File: src/rtl/sigmul_pkg.sv
package sigmul_pkg;
   localparam int SIGMUL_MANT_W = 24;
   localparam int SIGMUL_WORD_W = 32;
   localparam int SIGMUL_HALF_W = 16;
   localparam int SIGMUL_GRS_W  = 3;
   localparam int SIGMUL_EXP_W  = 10;
   localparam int SIGMUL_NPART  = 4;
endpackage

File: src/rtl/sigmul_pp.sv
module sigmul_pp #(
   parameter int WORD_W = sigmul_pkg::SIGMUL_WORD_W,
   parameter int HALF_W = sigmul_pkg::SIGMUL_HALF_W
) (
   input  logic [WORD_W-1:0] opa,
   input  logic [WORD_W-1:0] opb,
   output logic [WORD_W-1:0] prod_hi,
   output logic              lo_nz
);
   localparam int DW = 2 * WORD_W;

   logic [HALF_W-1:0] a_half [2];
   logic [HALF_W-1:0] b_half [2];
   logic [DW-1:0]     term   [sigmul_pkg::SIGMUL_NPART];
   logic [DW-1:0]     acc;

   assign a_half[0] = opa[HALF_W-1:0];
   assign a_half[1] = opa[WORD_W-1:HALF_W];
   assign b_half[0] = opb[HALF_W-1:0];
   assign b_half[1] = opb[WORD_W-1:HALF_W];

   for (genvar i = 0; i < 2; i++) begin : g_row
      for (genvar j = 0; j < 2; j++) begin : g_col
         logic [2*HALF_W-1:0] part;
         assign part = {{HALF_W{1'b0}}, a_half[i]} * {{HALF_W{1'b0}}, b_half[j]};
         assign term[2*i+j] = {{(DW-2*HALF_W){1'b0}}, part} << (HALF_W * (i + j));
      end
   end

   assign acc     = term[0] + term[1] + term[2] + term[3];
   assign prod_hi = acc[DW-1:WORD_W];
   assign lo_nz   = |acc[WORD_W-1:0];

   // two left-justified normalised operands put a one in one of the top two bits
   always_comb begin
      if (opa[WORD_W-1] && opb[WORD_W-1]) begin
         p_pp_top_r1: assert (prod_hi[WORD_W-1] || prod_hi[WORD_W-2]);
      end
   end
endmodule

File: src/rtl/sigmul_norm.sv
module sigmul_norm #(
   parameter int WORD_W = sigmul_pkg::SIGMUL_WORD_W,
   parameter int OUT_W  = sigmul_pkg::SIGMUL_MANT_W + sigmul_pkg::SIGMUL_GRS_W
) (
   input  logic [WORD_W-1:0] prod_hi,
   input  logic              lo_nz,
   output logic [OUT_W-1:0]  sig,
   output logic              exp_inc
);
   localparam int SH = WORD_W - OUT_W;

   logic [WORD_W-1:0] folded;
   logic [OUT_W-1:0]  wide_sh;
   logic [OUT_W-1:0]  narrow_sh;
   logic              wide_st;
   logic              narrow_st;

   assign folded    = {prod_hi[WORD_W-1:1], prod_hi[0] | lo_nz};
   assign wide_sh   = folded[WORD_W-1:SH];
   assign wide_st   = |folded[SH-1:0];
   assign narrow_sh = folded[WORD_W-2:SH-1];
   assign narrow_st = |folded[SH-2:0];
   assign exp_inc   = folded[WORD_W-1];

   always_comb begin
      if (exp_inc) sig = {wide_sh[OUT_W-1:1], wide_sh[0] | wide_st};
      else         sig = {narrow_sh[OUT_W-1:1], narrow_sh[0] | narrow_st};
   end

   always_comb begin
      if (lo_nz) begin
         p_sticky_keep_r4: assert (sig[0]);
      end
      if (prod_hi[WORD_W-1] || prod_hi[WORD_W-2]) begin
         p_norm_top_r5: assert (sig[OUT_W-1]);
      end
   end
endmodule

File: src/rtl/sigmul_core.sv
module sigmul_core #(
   parameter int MANT_W      = sigmul_pkg::SIGMUL_MANT_W,
   parameter int WORD_W      = sigmul_pkg::SIGMUL_WORD_W,
   parameter int HALF_W      = sigmul_pkg::SIGMUL_HALF_W,
   parameter int GRS_W       = sigmul_pkg::SIGMUL_GRS_W,
   parameter int EXP_W       = sigmul_pkg::SIGMUL_EXP_W,
   parameter int PIPE_STAGES = 1,
   localparam int OUT_W      = MANT_W + GRS_W
) (
   input  logic                    clk,
   input  logic                    rst_n,
   input  logic                    in_vld,
   input  logic [MANT_W-1:0]       in_sig_a,
   input  logic [MANT_W-1:0]       in_sig_b,
   input  logic signed [EXP_W-1:0] in_exp_a,
   input  logic signed [EXP_W-1:0] in_exp_b,
   input  logic                    in_sign_a,
   input  logic                    in_sign_b,
   output logic                    out_vld,
   output logic [OUT_W-1:0]        out_sig,
   output logic signed [EXP_W-1:0] out_exp,
   output logic                    out_sign
);
   localparam int JUST = WORD_W - MANT_W;

   if (WORD_W != 2 * HALF_W) begin : g_bad_half
      $error("sigmul_core: WORD_W must be twice HALF_W");
   end
   if (JUST < 1) begin : g_bad_word
      $error("sigmul_core: WORD_W must exceed MANT_W");
   end
   if (WORD_W - OUT_W < 2) begin : g_bad_out
      $error("sigmul_core: WORD_W must exceed OUT_W by at least 2");
   end
   if (PIPE_STAGES != 0 && PIPE_STAGES != 1) begin : g_bad_pipe
      $error("sigmul_core: PIPE_STAGES must be 0 or 1");
   end

   logic [WORD_W-1:0]       opa_j, opb_j, prod_hi;
   logic                    lo_nz, exp_inc;
   logic [OUT_W-1:0]        c_sig;
   logic signed [EXP_W-1:0] c_exp;
   logic                    c_sign;

   assign opa_j = {in_sig_a, {JUST{1'b0}}};
   assign opb_j = {in_sig_b, {JUST{1'b0}}};

   sigmul_pp #(.WORD_W(WORD_W), .HALF_W(HALF_W)) u_pp (
      .opa(opa_j), .opb(opb_j), .prod_hi(prod_hi), .lo_nz(lo_nz)
   );

   sigmul_norm #(.WORD_W(WORD_W), .OUT_W(OUT_W)) u_norm (
      .prod_hi(prod_hi), .lo_nz(lo_nz), .sig(c_sig), .exp_inc(exp_inc)
   );

   assign c_exp  = in_exp_a + in_exp_b + {{(EXP_W-1){1'b0}}, exp_inc};
   assign c_sign = in_sign_a ^ in_sign_b;

   if (PIPE_STAGES == 0) begin : g_comb
      assign out_vld  = in_vld;
      assign out_sig  = c_sig;
      assign out_exp  = c_exp;
      assign out_sign = c_sign;
   end else begin : g_reg
      always_ff @(posedge clk or negedge rst_n) begin
         if (!rst_n) begin
            out_vld  <= 1'b0;
            out_sig  <= '0;
            out_exp  <= '0;
            out_sign <= 1'b0;
         end else begin
            out_vld  <= in_vld;
            out_sig  <= c_sig;
            out_exp  <= c_exp;
            out_sign <= c_sign;
         end
      end

      p_vld_lat_r8: assert property (@(posedge clk) disable iff (!rst_n)
         in_vld |=> out_vld);
      p_sign_reg_r6: assert property (@(posedge clk) disable iff (!rst_n)
         in_vld |=> (out_sign == $past(in_sign_a ^ in_sign_b)));
      p_exp_sum_r7: assert property (@(posedge clk) disable iff (!rst_n)
         in_vld |=> ((out_exp == $past(in_exp_a + in_exp_b)) ||
                     (out_exp == $past(in_exp_a + in_exp_b) + 1'b1)));
   end

   p_hidden_in_r5: assert property (@(posedge clk) disable iff (!rst_n)
      in_vld |-> (in_sig_a[MANT_W-1] && in_sig_b[MANT_W-1]));
   p_out_top_r5: assert property (@(posedge clk) disable iff (!rst_n)
      out_vld |-> out_sig[OUT_W-1]);
endmodule

File: config.mk
export PLATFORM = sky130hd
export DESIGN_NAME = sigmul_core
export DESIGN_NICKNAME = d
export VERILOG_FILES = /design/src/rtl/sigmul_pkg.sv /design/src/rtl/sigmul_pp.sv /design/src/rtl/sigmul_norm.sv /design/src/rtl/sigmul_core.sv
export SDC_FILE = /design/constraint.sdc
export NUM_CORES = 2
export LEC_CHECK = 0
export ABC_AREA = 1
export BUFFER_PORTS_ARGS = -buffer_cell sky130_fd_sc_hd__clkbuf_2
export CORE_AREA = 2 2 150 262
export DETAILED_ROUTE_END_ITERATION = 6
export DIE_AREA = 0 0 152 264
export GPL_TIMING_DRIVEN = 0
export PLACE_DENSITY = 0.91
export SETUP_SLACK_MARGIN = 0.4
export SYNTH_ARGS = -nofsm -noshare
export SYNTH_HDL_FRONTEND = slang
export SYNTH_SLANG_ARGS = --single-unit
File: constraint.sdc
create_clock -name clk -period 1.1 [get_ports clk]
set_clock_uncertainty 0.2 [all_clocks]
set_input_delay 0.055 -clock clk [delete_from_list [all_inputs] [get_ports clk]]
set_output_delay 0.055 -clock clk [all_outputs]
set_load 0.02 [all_outputs]
==> impl_metrics.ini <==
[status]
status = finished, violations left
violations = design-rule violations, negative hold slack, negative setup slack

[timing]
tightestPinTransition_ns = 1.102
max_freq_mhz = 99.37
post-route-worst-setup-slack_ns = -8.963
period_share = 9.148
final_max_slew_viol_count = 0
setup_viol = 44
rsz0062_at_grt = true
period_needed_ns = 10.06
slew_headroom = 0.2654
hold_viol = 45
whs_ns = -0.4458

[logic_synthesis]
ys.flop_type = dfrtp_1
synth_edf_count = 0
synth_fp_nets = 4225
synth_area_per_cell_um2 = 7.068
ys_seq_area_frac = 0.03995
netlist_top_cells_count = 1016 x nand2_1, 988 x inv_1, 418 x fa_1
synth_top_area_cell = fa_1
synth_area_um2 = 24430
ys_warn_count = 0
synthDistinctLibCells = 44
synth_most_common_cell = nand2_1
synth_seq_cells = 39
synthArstFlopShare = 1.000
synth_area_leaders = fa_1 34%, nand2_1 16%, inv_1 15%
synth_top_area_share = 0.3426
synth_cells = 3456

[cells_and_area]
final_util = 0.7405
fillers = 2536
final_area_um2 = 28250
num-nets-final = 4433
area_growth_pct = 15.66
layout-drive-gt1-share = 0.1321

[worst_setup_path]
slowest_stage = fa_1
worstPathArrival_ns = 10.08
path_class = input port to flop
cp_slowest_stage_delay_ns = 0.56
cp_max_fo = 6
start_kind = input port
required_ns = 1.12
endpoint_kind = flop

[detailed_routing]
drc_errors = 71
vias = 24650
wire_per_inst_um = 21.21
drt_iter0_markers = 2603
wl_met1_um = 25310
met3_length_um = 9772
dr_wl_met2_um = 41450
via_per_inst = 5.938
ant_nets = 0
routed_wl_um = 88040
dr.pass1.iters = 7
top_layer_used = met4

[floorplan]
rows = 95
io_pins = 112
core_area_um2 = 38160
die_w_um = 152
die_h_um = 264
initial_utilization = 0.6402
dieArea_um2 = 40130

[clock_network]
cts_buffers = 5
cts_root_buf = clkbuf_16
cts.clk_slew.worst_paths_ns = 0.06
cts_tree = built
clock_sinks = 39
clock_path_buffers = 2
cts_max_level = 2

[global_route]
antenna_found_initial = 1
grt_usage = 0.4036
grt_max_degree = 40
grt_pass1_vias = 25350
grt.overflow.total = 0
grt_pass1_wl_um = 126300

[place]
gp_congestion = 1.057
dpl-instance-area_um2 = 26010
dp_hpwl_um = 62590
io_buffers = 111

[flow_run]
max_cap_viol_count = 0

[hold_path]
hold_class = input port to async pin
==> state kept, by name, summed over array words and instances, names as in the netlist <==
name	flops
out_sig	27
out_exp	10
out_sign	1
out_vld	1
==> worst max path at each step <==
stage                 endpoint  cells after the start  slack [ns]   startpoint
floorplan           out_exp[8]                     59       -7.83  in_sig_b[2]
global placement    out_exp[8]                     59       -9.11  in_sig_a[1]
detailed placement  out_exp[8]                     59       -9.32  in_sig_a[1]
CTS                 out_exp[8]                     60       -8.25  in_sig_b[5]
global route        out_exp[8]                     60       -9.25  in_sig_a[2]
finish              out_exp[8]                     61       -8.96  in_sig_b[7]
==> metal layers <==
| metal | vias to the layer above | GRT usage |
|---|---|---|
| met5 | - | 0 |
| met4 | 0 | 0.4137 |
| met3 | 884 | 0.09104 |
| met2 | 1994 | 0.6976 |
| met1 | 11380 | 0.3798 |
| li1 | 10390 | - |
==> worst max-delay path, delay by kind of cell <==
| kind | cells | cell delay, ns |
|---|---|---|
| compound gates | 9 | 1.40 |
| xor+xnor | 2 | 0.32 |
| fa+ha+maj | 10 | 4.35 |
| buf+inv | 12 | 0.98 |
| simple gates | 28 | 2.94 |
==> layout by cell type, fill, tap and decap left out, types with 32 or more instances in the layout <==
cell type / Yosys / routed
a21oi_1: 119 / 102
clkbuf_2: 0 / 94
o21ai_0: 43 / 34
clkbuf_1: 96 / 42
dfrtp_1: 39 / 39
fa_1: 418 / 413
inv_1: 988 / 963
nor2_1: 122 / 111
nand2_2: 22 / 46
nand2_1: 1016 / 979
xnor2_1: 49 / 43
xor2_1: 71 / 61
nand3_1: 71 / 61
ha_1: 278 / 257
buf_4: 0 / 80
clkbuf_8: 0 / 32
==> cells by family after synthesis <==
family / Yosys count / share of synthesized area
AO/OA/AOI/OAI: 199 / 0.04374
XOR/XNOR: 120 / 0.04302
adder cells (fa/ha/maj): 696 / 0.4849
buffers and inverters: 1091 / 0.1689
flip-flops: 39 / 0.03995
AND/OR/NAND/NOR: 1311 / 0.2195
==> metrics by stage <==
step	instances	setup WS (ns)	setup TNS, ns
floorplan	3456	-7.833	-242.42
finish	4151	-8.963	-291.26
global route	4149	-9.251	-300.35
global placement	4052	-9.114	-286.47
CTS	4122	-8.250	-265.36
detailed placement	4052	-9.322	-292.16
==> final cells by class <==
cell class	instances	area [µm²]	share of cell area
clock inverter	1	5.005	0.0001771
antenna	2	5.005	0.0001771
buffer	100	760.7	0.02692
tap	485	606.8	0.02148
multi-input combinational	2326	20210	0.7154
sequential	39	975.9	0.03454
timing repair buffer	201	1821	0.06443
inverter	991	3727	0.1319
clock buffer	6	138.9	0.004915
==> repair_timing <==
item | in CTS | in global routing
setup buffers | 61 | 27
endpoints found under the setup margin | 115 | 76
endpoints found under the hold margin | 48 | 46
gates cloned | 2 | 0
pin swaps | 44 | 46
gates resized for setup | 168 | 191
Power is not shown: default switching activity piles up to over one toggle a cycle in this logic, so the estimate is an artifact.
